<file path="config.mk">
export PLATFORM = sky130hd
export DESIGN_NAME = wb_upsizer
export DESIGN_NICKNAME = d
export VERILOG_FILES = /design/src/rtl/wbup_pkg.sv /design/src/rtl/wbup_req_map.sv /design/src/rtl/wbup_lane_fifo.sv /design/src/rtl/wbup_rsp_sel.sv /design/src/rtl/wb_upsizer.sv
export SDC_FILE = /design/constraint.sdc
export NUM_CORES = 1
export LEC_CHECK = 0
export BUFFER_PORTS_ARGS = -buffer_cell sky130_fd_sc_hd__buf_2
export CORE_AREA = 2 2 161 163
export DETAILED_ROUTE_END_ITERATION = 6
export DIE_AREA = 0 0 163 165
export SLEW_MARGIN = 10
export SYNTH_ARGS = -nofsm -noshare
export SYNTH_HDL_FRONTEND = slang
export SYNTH_SLANG_ARGS = --single-unit
</file>
<file path="constraint.sdc">
create_clock -name clk_i -period 5.1 [get_ports clk_i]
set_clock_uncertainty 0.15 [all_clocks]
set_input_delay 1.02 -clock clk_i [delete_from_list [all_inputs] [get_ports clk_i]]
set_output_delay 1.02 -clock clk_i [all_outputs]
set_load 0.02 [all_outputs]
</file>
<file path="src/rtl/wbup_pkg.sv">
package wbup_pkg;
  typedef enum logic [1:0] {
    RSP_IDLE = 2'd0,
    RSP_ACK  = 2'd1,
    RSP_ERR  = 2'd2
  } rsp_kind_e;
endpackage

</file>
<file path="src/rtl/wbup_req_map.sv">
module wbup_req_map #(
  parameter int AW = 30,
  parameter int NARROW_DW = 32,
  parameter int WIDE_DW = 128,
  localparam int RATIO = WIDE_DW / NARROW_DW,
  localparam int LW = $clog2(RATIO),
  localparam int NB = NARROW_DW / 8,
  localparam int WB = WIDE_DW / 8,
  localparam int WAW = AW - LW
) (
  input  logic [AW-1:0]        adr_i,
  input  logic [NARROW_DW-1:0] dat_i,
  input  logic [NB-1:0]        sel_i,
  output logic [WAW-1:0]       adr_o,
  output logic [WIDE_DW-1:0]   dat_o,
  output logic [WB-1:0]        sel_o,
  output logic [LW-1:0]        lane_o
);
  assign lane_o = adr_i[LW-1:0];
  assign adr_o  = adr_i[AW-1:LW];

  for (genvar k = 0; k < RATIO; k++) begin : g_lane
    assign dat_o[k*NARROW_DW +: NARROW_DW] = dat_i;
    assign sel_o[k*NB +: NB] = (lane_o == LW'(k)) ? sel_i : '0;
  end
endmodule

</file>
<file path="src/rtl/wbup_lane_fifo.sv">
module wbup_lane_fifo #(
  parameter int W = 2,
  parameter int DEPTH = 16,
  localparam int PW = $clog2(DEPTH),
  localparam int CW = $clog2(DEPTH + 1)
) (
  input  logic          clk_i,
  input  logic          rst_ni,
  input  logic          flush_i,
  input  logic          push_i,
  input  logic          pop_i,
  input  logic [W-1:0]  din_i,
  output logic [W-1:0]  head_o,
  output logic          full_o,
  output logic          empty_o,
  output logic [CW-1:0] occ_o
);
  logic [W-1:0]  mem_q [DEPTH];
  logic [PW-1:0] wr_q, rd_q;
  logic [CW-1:0] occ_q;
  logic          do_push, do_pop;

  function automatic logic [PW-1:0] bump(input logic [PW-1:0] p);
    return (p == PW'(DEPTH - 1)) ? '0 : p + PW'(1);
  endfunction

  assign full_o  = (occ_q == CW'(DEPTH));
  assign empty_o = (occ_q == '0);
  assign occ_o   = occ_q;
  assign head_o  = mem_q[rd_q];
  assign do_push = push_i && !full_o;
  assign do_pop  = pop_i && !empty_o;

  always_ff @(posedge clk_i or negedge rst_ni) begin
    if (!rst_ni) begin
      wr_q  <= '0;
      rd_q  <= '0;
      occ_q <= '0;
    end else if (flush_i) begin
      wr_q  <= '0;
      rd_q  <= '0;
      occ_q <= '0;
    end else begin
      if (do_push) wr_q <= bump(wr_q);
      if (do_pop)  rd_q <= bump(rd_q);
      case ({do_push, do_pop})
        2'b10:   occ_q <= occ_q + CW'(1);
        2'b01:   occ_q <= occ_q - CW'(1);
        default: occ_q <= occ_q;
      endcase
    end
  end

  always_ff @(posedge clk_i) begin
    if (do_push && !flush_i) mem_q[wr_q] <= din_i;
  end
endmodule

</file>
<file path="src/rtl/wbup_rsp_sel.sv">
module wbup_rsp_sel
  import wbup_pkg::*;
#(
  parameter int NARROW_DW = 32,
  parameter int WIDE_DW = 128,
  localparam int LW = $clog2(WIDE_DW / NARROW_DW)
) (
  input  logic                 clk_i,
  input  logic                 rst_ni,
  input  logic                 cyc_i,
  input  logic                 ack_i,
  input  logic                 err_i,
  input  logic                 pending_i,
  input  logic [LW-1:0]        lane_i,
  input  logic [WIDE_DW-1:0]   dat_i,
  output logic                 ack_o,
  output logic                 err_o,
  output logic [NARROW_DW-1:0] dat_o
);
  rsp_kind_e kind_d, kind_q;
  logic [NARROW_DW-1:0] dat_q;

  always_comb begin
    kind_d = RSP_IDLE;
    if (cyc_i && err_i)                   kind_d = RSP_ERR;
    else if (cyc_i && ack_i && pending_i) kind_d = RSP_ACK;
  end

  always_ff @(posedge clk_i or negedge rst_ni) begin
    if (!rst_ni) begin
      kind_q <= RSP_IDLE;
      dat_q  <= '0;
    end else begin
      kind_q <= kind_d;
      if (kind_d == RSP_ACK) dat_q <= dat_i[lane_i*NARROW_DW +: NARROW_DW];
    end
  end

  assign ack_o = (kind_q == RSP_ACK);
  assign err_o = (kind_q == RSP_ERR);
  assign dat_o = dat_q;
endmodule

</file>
<file path="src/rtl/wb_upsizer.sv">
module wb_upsizer #(
  parameter int AW = 30,
  parameter int NARROW_DW = 32,
  parameter int WIDE_DW = 128,
  parameter int DEPTH = 16,
  localparam int LW = $clog2(WIDE_DW / NARROW_DW),
  localparam int NB = NARROW_DW / 8,
  localparam int WB = WIDE_DW / 8,
  localparam int WAW = AW - LW,
  localparam int CW = $clog2(DEPTH + 1)
) (
  input  logic                 clk_i,
  input  logic                 rst_ni,
  input  logic                 n_cyc_i,
  input  logic                 n_stb_i,
  input  logic                 n_we_i,
  input  logic [AW-1:0]        n_adr_i,
  input  logic [NARROW_DW-1:0] n_dat_i,
  input  logic [NB-1:0]        n_sel_i,
  output logic                 n_stall_o,
  output logic                 n_ack_o,
  output logic                 n_err_o,
  output logic [NARROW_DW-1:0] n_dat_o,
  output logic                 w_cyc_o,
  output logic                 w_stb_o,
  output logic                 w_we_o,
  output logic [WAW-1:0]       w_adr_o,
  output logic [WIDE_DW-1:0]   w_dat_o,
  output logic [WB-1:0]        w_sel_o,
  input  logic                 w_stall_i,
  input  logic                 w_ack_i,
  input  logic                 w_err_i,
  input  logic [WIDE_DW-1:0]   w_dat_i
);
  logic [LW-1:0] req_lane, head_lane;
  logic          fifo_full, fifo_empty, flush, accept;
  logic [CW-1:0] occ;

  wbup_req_map #(.AW(AW), .NARROW_DW(NARROW_DW), .WIDE_DW(WIDE_DW)) u_map (
    .adr_i  (n_adr_i),
    .dat_i  (n_dat_i),
    .sel_i  (n_sel_i),
    .adr_o  (w_adr_o),
    .dat_o  (w_dat_o),
    .sel_o  (w_sel_o),
    .lane_o (req_lane)
  );

  // Throttle on the registered count only; keeps w_ack_i off the stall path.
  assign w_cyc_o   = n_cyc_i;
  assign w_we_o    = n_we_i;
  assign w_stb_o   = n_cyc_i && n_stb_i && !fifo_full && !w_err_i;
  assign n_stall_o = fifo_full || w_stall_i;
  assign accept    = w_stb_o && !w_stall_i;
  assign flush     = !n_cyc_i || w_err_i;

  wbup_lane_fifo #(.W(LW), .DEPTH(DEPTH)) u_fifo (
    .clk_i   (clk_i),
    .rst_ni  (rst_ni),
    .flush_i (flush),
    .push_i  (accept),
    .pop_i   (w_ack_i),
    .din_i   (req_lane),
    .head_o  (head_lane),
    .full_o  (fifo_full),
    .empty_o (fifo_empty),
    .occ_o   (occ)
  );

  wbup_rsp_sel #(.NARROW_DW(NARROW_DW), .WIDE_DW(WIDE_DW)) u_rsp (
    .clk_i     (clk_i),
    .rst_ni    (rst_ni),
    .cyc_i     (n_cyc_i),
    .ack_i     (w_ack_i),
    .err_i     (w_err_i),
    .pending_i (!fifo_empty),
    .lane_i    (head_lane),
    .dat_i     (w_dat_i),
    .ack_o     (n_ack_o),
    .err_o     (n_err_o),
    .dat_o     (n_dat_o)
  );
endmodule

</file>
==> metrics <==
# hold bufs at CTS 0; Mapped Nets 744; Die X 163 µm; part of the power in combinational logic 31.3%; Sw Share 35.0%; nets 770; Worst Hold Class flop to flop; Hold Vio Cnt, Final 0; Post-synth ARST share 59.5%; Iteration-0 DRC Markers 175; dpl hpwl 10600 µm; Vias 3769; GR Overflow Total 0; Hold Path End u_rsp.dat_o[28]$_DFFE_PN0N_; P per Cell Area 355 nW/µm²; Global Route met1 Usage 10.5%; Synth Warn # 0; EDFF count, synth 32; post-synth cell types 51; Residual DRC 0; Via density 4.21; outcome completed; Reg2Reg Depth 9; postcts setup bufs 0; WL/cell 15.3 µm; share of post-route cells with drive strength above 1 46.1%; CP cell instances buf_2, nand3b_1, a211oi_2, nor2_1, xnor2_1, ha_1, o31a_1, nor4_1, nor3_1, nor3_1; Clock Sinks 79; CTS tree built; CP endpoint kind flop; register area share after synthesis 36.9%; placed inst area 5890 µm²; WHS 0.427 ns; met3 Use GR 5.20%; number of buffers created by CTS 9; HP Start u_rsp.dat_o[28]$_DFFE_PN0N_; vias in the first global route 3571; Initial Util 23.1%; Max-cap violations 0; Yosys reg bits 79; Chip Height 165 µm; Routed WL 13700 µm; most frequent cells in the layout buf_2 (193), mux2i_1 (69), dfrtp_1 (47); Site Rows 58; cell family with most CP delay simple AND/OR/NAND/NOR gates; slowest cell delay on critical path 0.59 ns; Final Core Density 24.7%; Worst Hold Path Cells 2; H-Tree Depth 3; Fin Setup TNS 0 ns; peak supply drop 0.000125 V; Core ar. 25000 µm²; slowest CP cell a211oi_2; crit path buf inv count 1; Final min period 3.16 ns; met2 Track Usage GR 15.5%; most frequent CP cell nor3_1; leading cell type in the layout, fill and taps excluded buf_2; Die Area 26900 µm²; Tcrit/Tclk final 61.9%; RSZ-0062 raised after global routing no; CP Max Fanout 10; post-route ant nets 0; # resized after CTS 0; clk_lat worst skew 0.34 ns; P&R area growth vs syn 6.63%; Flop pwr share 39.7%; Clock Power Share 29.0%; GR peak layer met2; Top FF cell, synth dfrtp_1; first-pass GRT wire length 19800 µm; synthesized cell area 5790 µm²; R2R Path Start u_fifo.occ_o[1]$_DFFE_PN0P_; switching pwr 767 µW; final count of pins violating max slew 0; crit path launch type input port; antenna violations before repair 0; gr usage total 9.68%; dpl cells 880; First-pass DRT Iterations 4; Rel. slew slack 36.5%; Post-Synthesis Cells 535; crit path DAT 3.26 ns; non-filler cells in the finished layout 896; post-route cell area 6180 µm²; FF-to-FF End u_fifo.occ_o[4]$_DFFE_PN0P_; largest net degree at the start of global routing 48; Crit path required time 5.21 ns; Port Buffers 193; Pint 1420 µW; Mapped Avg Cell Area 10.8 µm²; root buffer cell clkbuf_16; fmax 0.317 GHz; Worst-path clk slew 0.06 ns; Antenna Cells 0; leakage 0.00278 µW; Slew @ Worst Pin 0.949 ns; Setup violations, final 0; RD Place Congestion 0.724; num ports 412; reg2reg setup slack 2.14 ns; Clock Path Buffers 2; Crit Path Category input port to flop
[kinds of logic (layout without fill, tap and decap cells)]
group / after synthesis / count (layout) / synth area share (%)
AO/OA/AOI/OAI: 65 / 65 / 12.2
multiplexers: 77 / 77 / 15.0
buffers and inverters: 196 / 227 / 24.4
AND/OR/NAND/NOR: 108 / 108 / 9.61
flip-flops: 79 / 79 / 36.9
adder cells (fa/ha/maj): 7 / 7 / 1.51
XOR/XNOR: 3 / 3 / 0.454
[routing by layer]
layer,vias to the layer above,routed length [µm]
li1,1804,-
met1,1711,5290
met2,226,6380
met3,28,1700
met4,0,311
met5,-,0
[layout make-up]
cell class,instances,area (µm²)
Clock buffer,10,239
Clock inverter,6,51.3
Fill cell,2671,18900
Inverter,10,37.5
Multi-Input combinational cell,260,2260
Sequential cell,79,2140
Tap cell,330,413
Timing Repair Buffer,201,1040
[Yosys cell counts, drive strengths merged (2+ instances only)]
| cell | number | area, µm² |
|---|---|---|
| or3 | 2 | 12.5 |
| clkbuf | 10 | 37.5 |
| nand2b | 2 | 12.5 |
| mux4 | 7 | 165 |
| nor3 | 6 | 35.0 |
| a21oi | 10 | 50.1 |
| and3 | 5 | 31.3 |
| and2 | 15 | 96.3 |
| o21a | 3 | 22.5 |
| ha | 7 | 87.6 |
| o21ai | 5 | 36.3 |
| edfxtp | 32 | 961 |
| inv | 10 | 37.5 |
| a31oi | 2 | 12.5 |
| nor4 | 15 | 93.8 |
| dfrtp | 47 | 1180 |
| nand3 | 2 | 10.0 |
| a221oi | 32 | 468 |
| xnor2 | 2 | 17.5 |
| nor2b | 4 | 25.0 |
| mux2i | 69 | 691 |
| o31ai | 3 | 22.5 |
| nand2 | 8 | 30.0 |
| nor2 | 43 | 164 |
| buf | 176 | 1340 |
[power by group through the flow]
stage / Combinational (µW) / Sequential [µW] / Clock [µW]
global placement: 691 / 877 / 0
CTS: 702 / 873 / 667
global route: 745 / 888 / 697
floorplan: 445 / 1030 / 0
finish: 685 / 870 / 635
detailed placement: 700 / 886 / 0
[state kept, by name, indices dropped and copies added, names as in the netlist]
name,count
u_fifo.occ_o,5
u_fifo.mem_q,32
u_fifo.wr_q,4
u_rsp.dat_o,32
u_fifo.rd_q,4
u_rsp.kind_q,2
[through the flow]
stage          power, µW  setup slack (ns)
6_report            2190              1.94
5_1_grt             2330              1.71
4_1_cts             2240              1.95
3_5_place_dp        1590              1.61
3_3_place_gp        1570              1.68
2_1_floorplan       1480              2.03
[worst max-delay path by stage]
stage / endpoint / start / cells after the start
after global placement: u_fifo.occ_o[4]$_DFFE_PN0P_ / w_err_i / 10
after global routing: u_fifo.occ_o[4]$_DFFE_PN0P_ / w_err_i / 10
after floorplan: u_fifo.occ_o[4]$_DFFE_PN0P_ / w_err_i / 9
after detailed placement: u_fifo.occ_o[4]$_DFFE_PN0P_ / w_err_i / 10
after CTS: u_fifo.occ_o[4]$_DFFE_PN0P_ / w_err_i / 10
final: u_fifo.occ_o[4]$_DFFE_PN0P_ / w_err_i / 10
[worst reg2reg max path, cell delays in order (launching register included)]
cell and delay [ns]:
dfrtp_1 0.46, nor4_1 0.63, a211oi_2 0.30, nor2_1 0.23, xnor2_1 0.09, ha_1 0.22
o31a_1 0.25, nor4_1 0.26, nor3_1 0.09, nor3_1 0.19
Note: power is estimated with default switching activity, not from simulation.
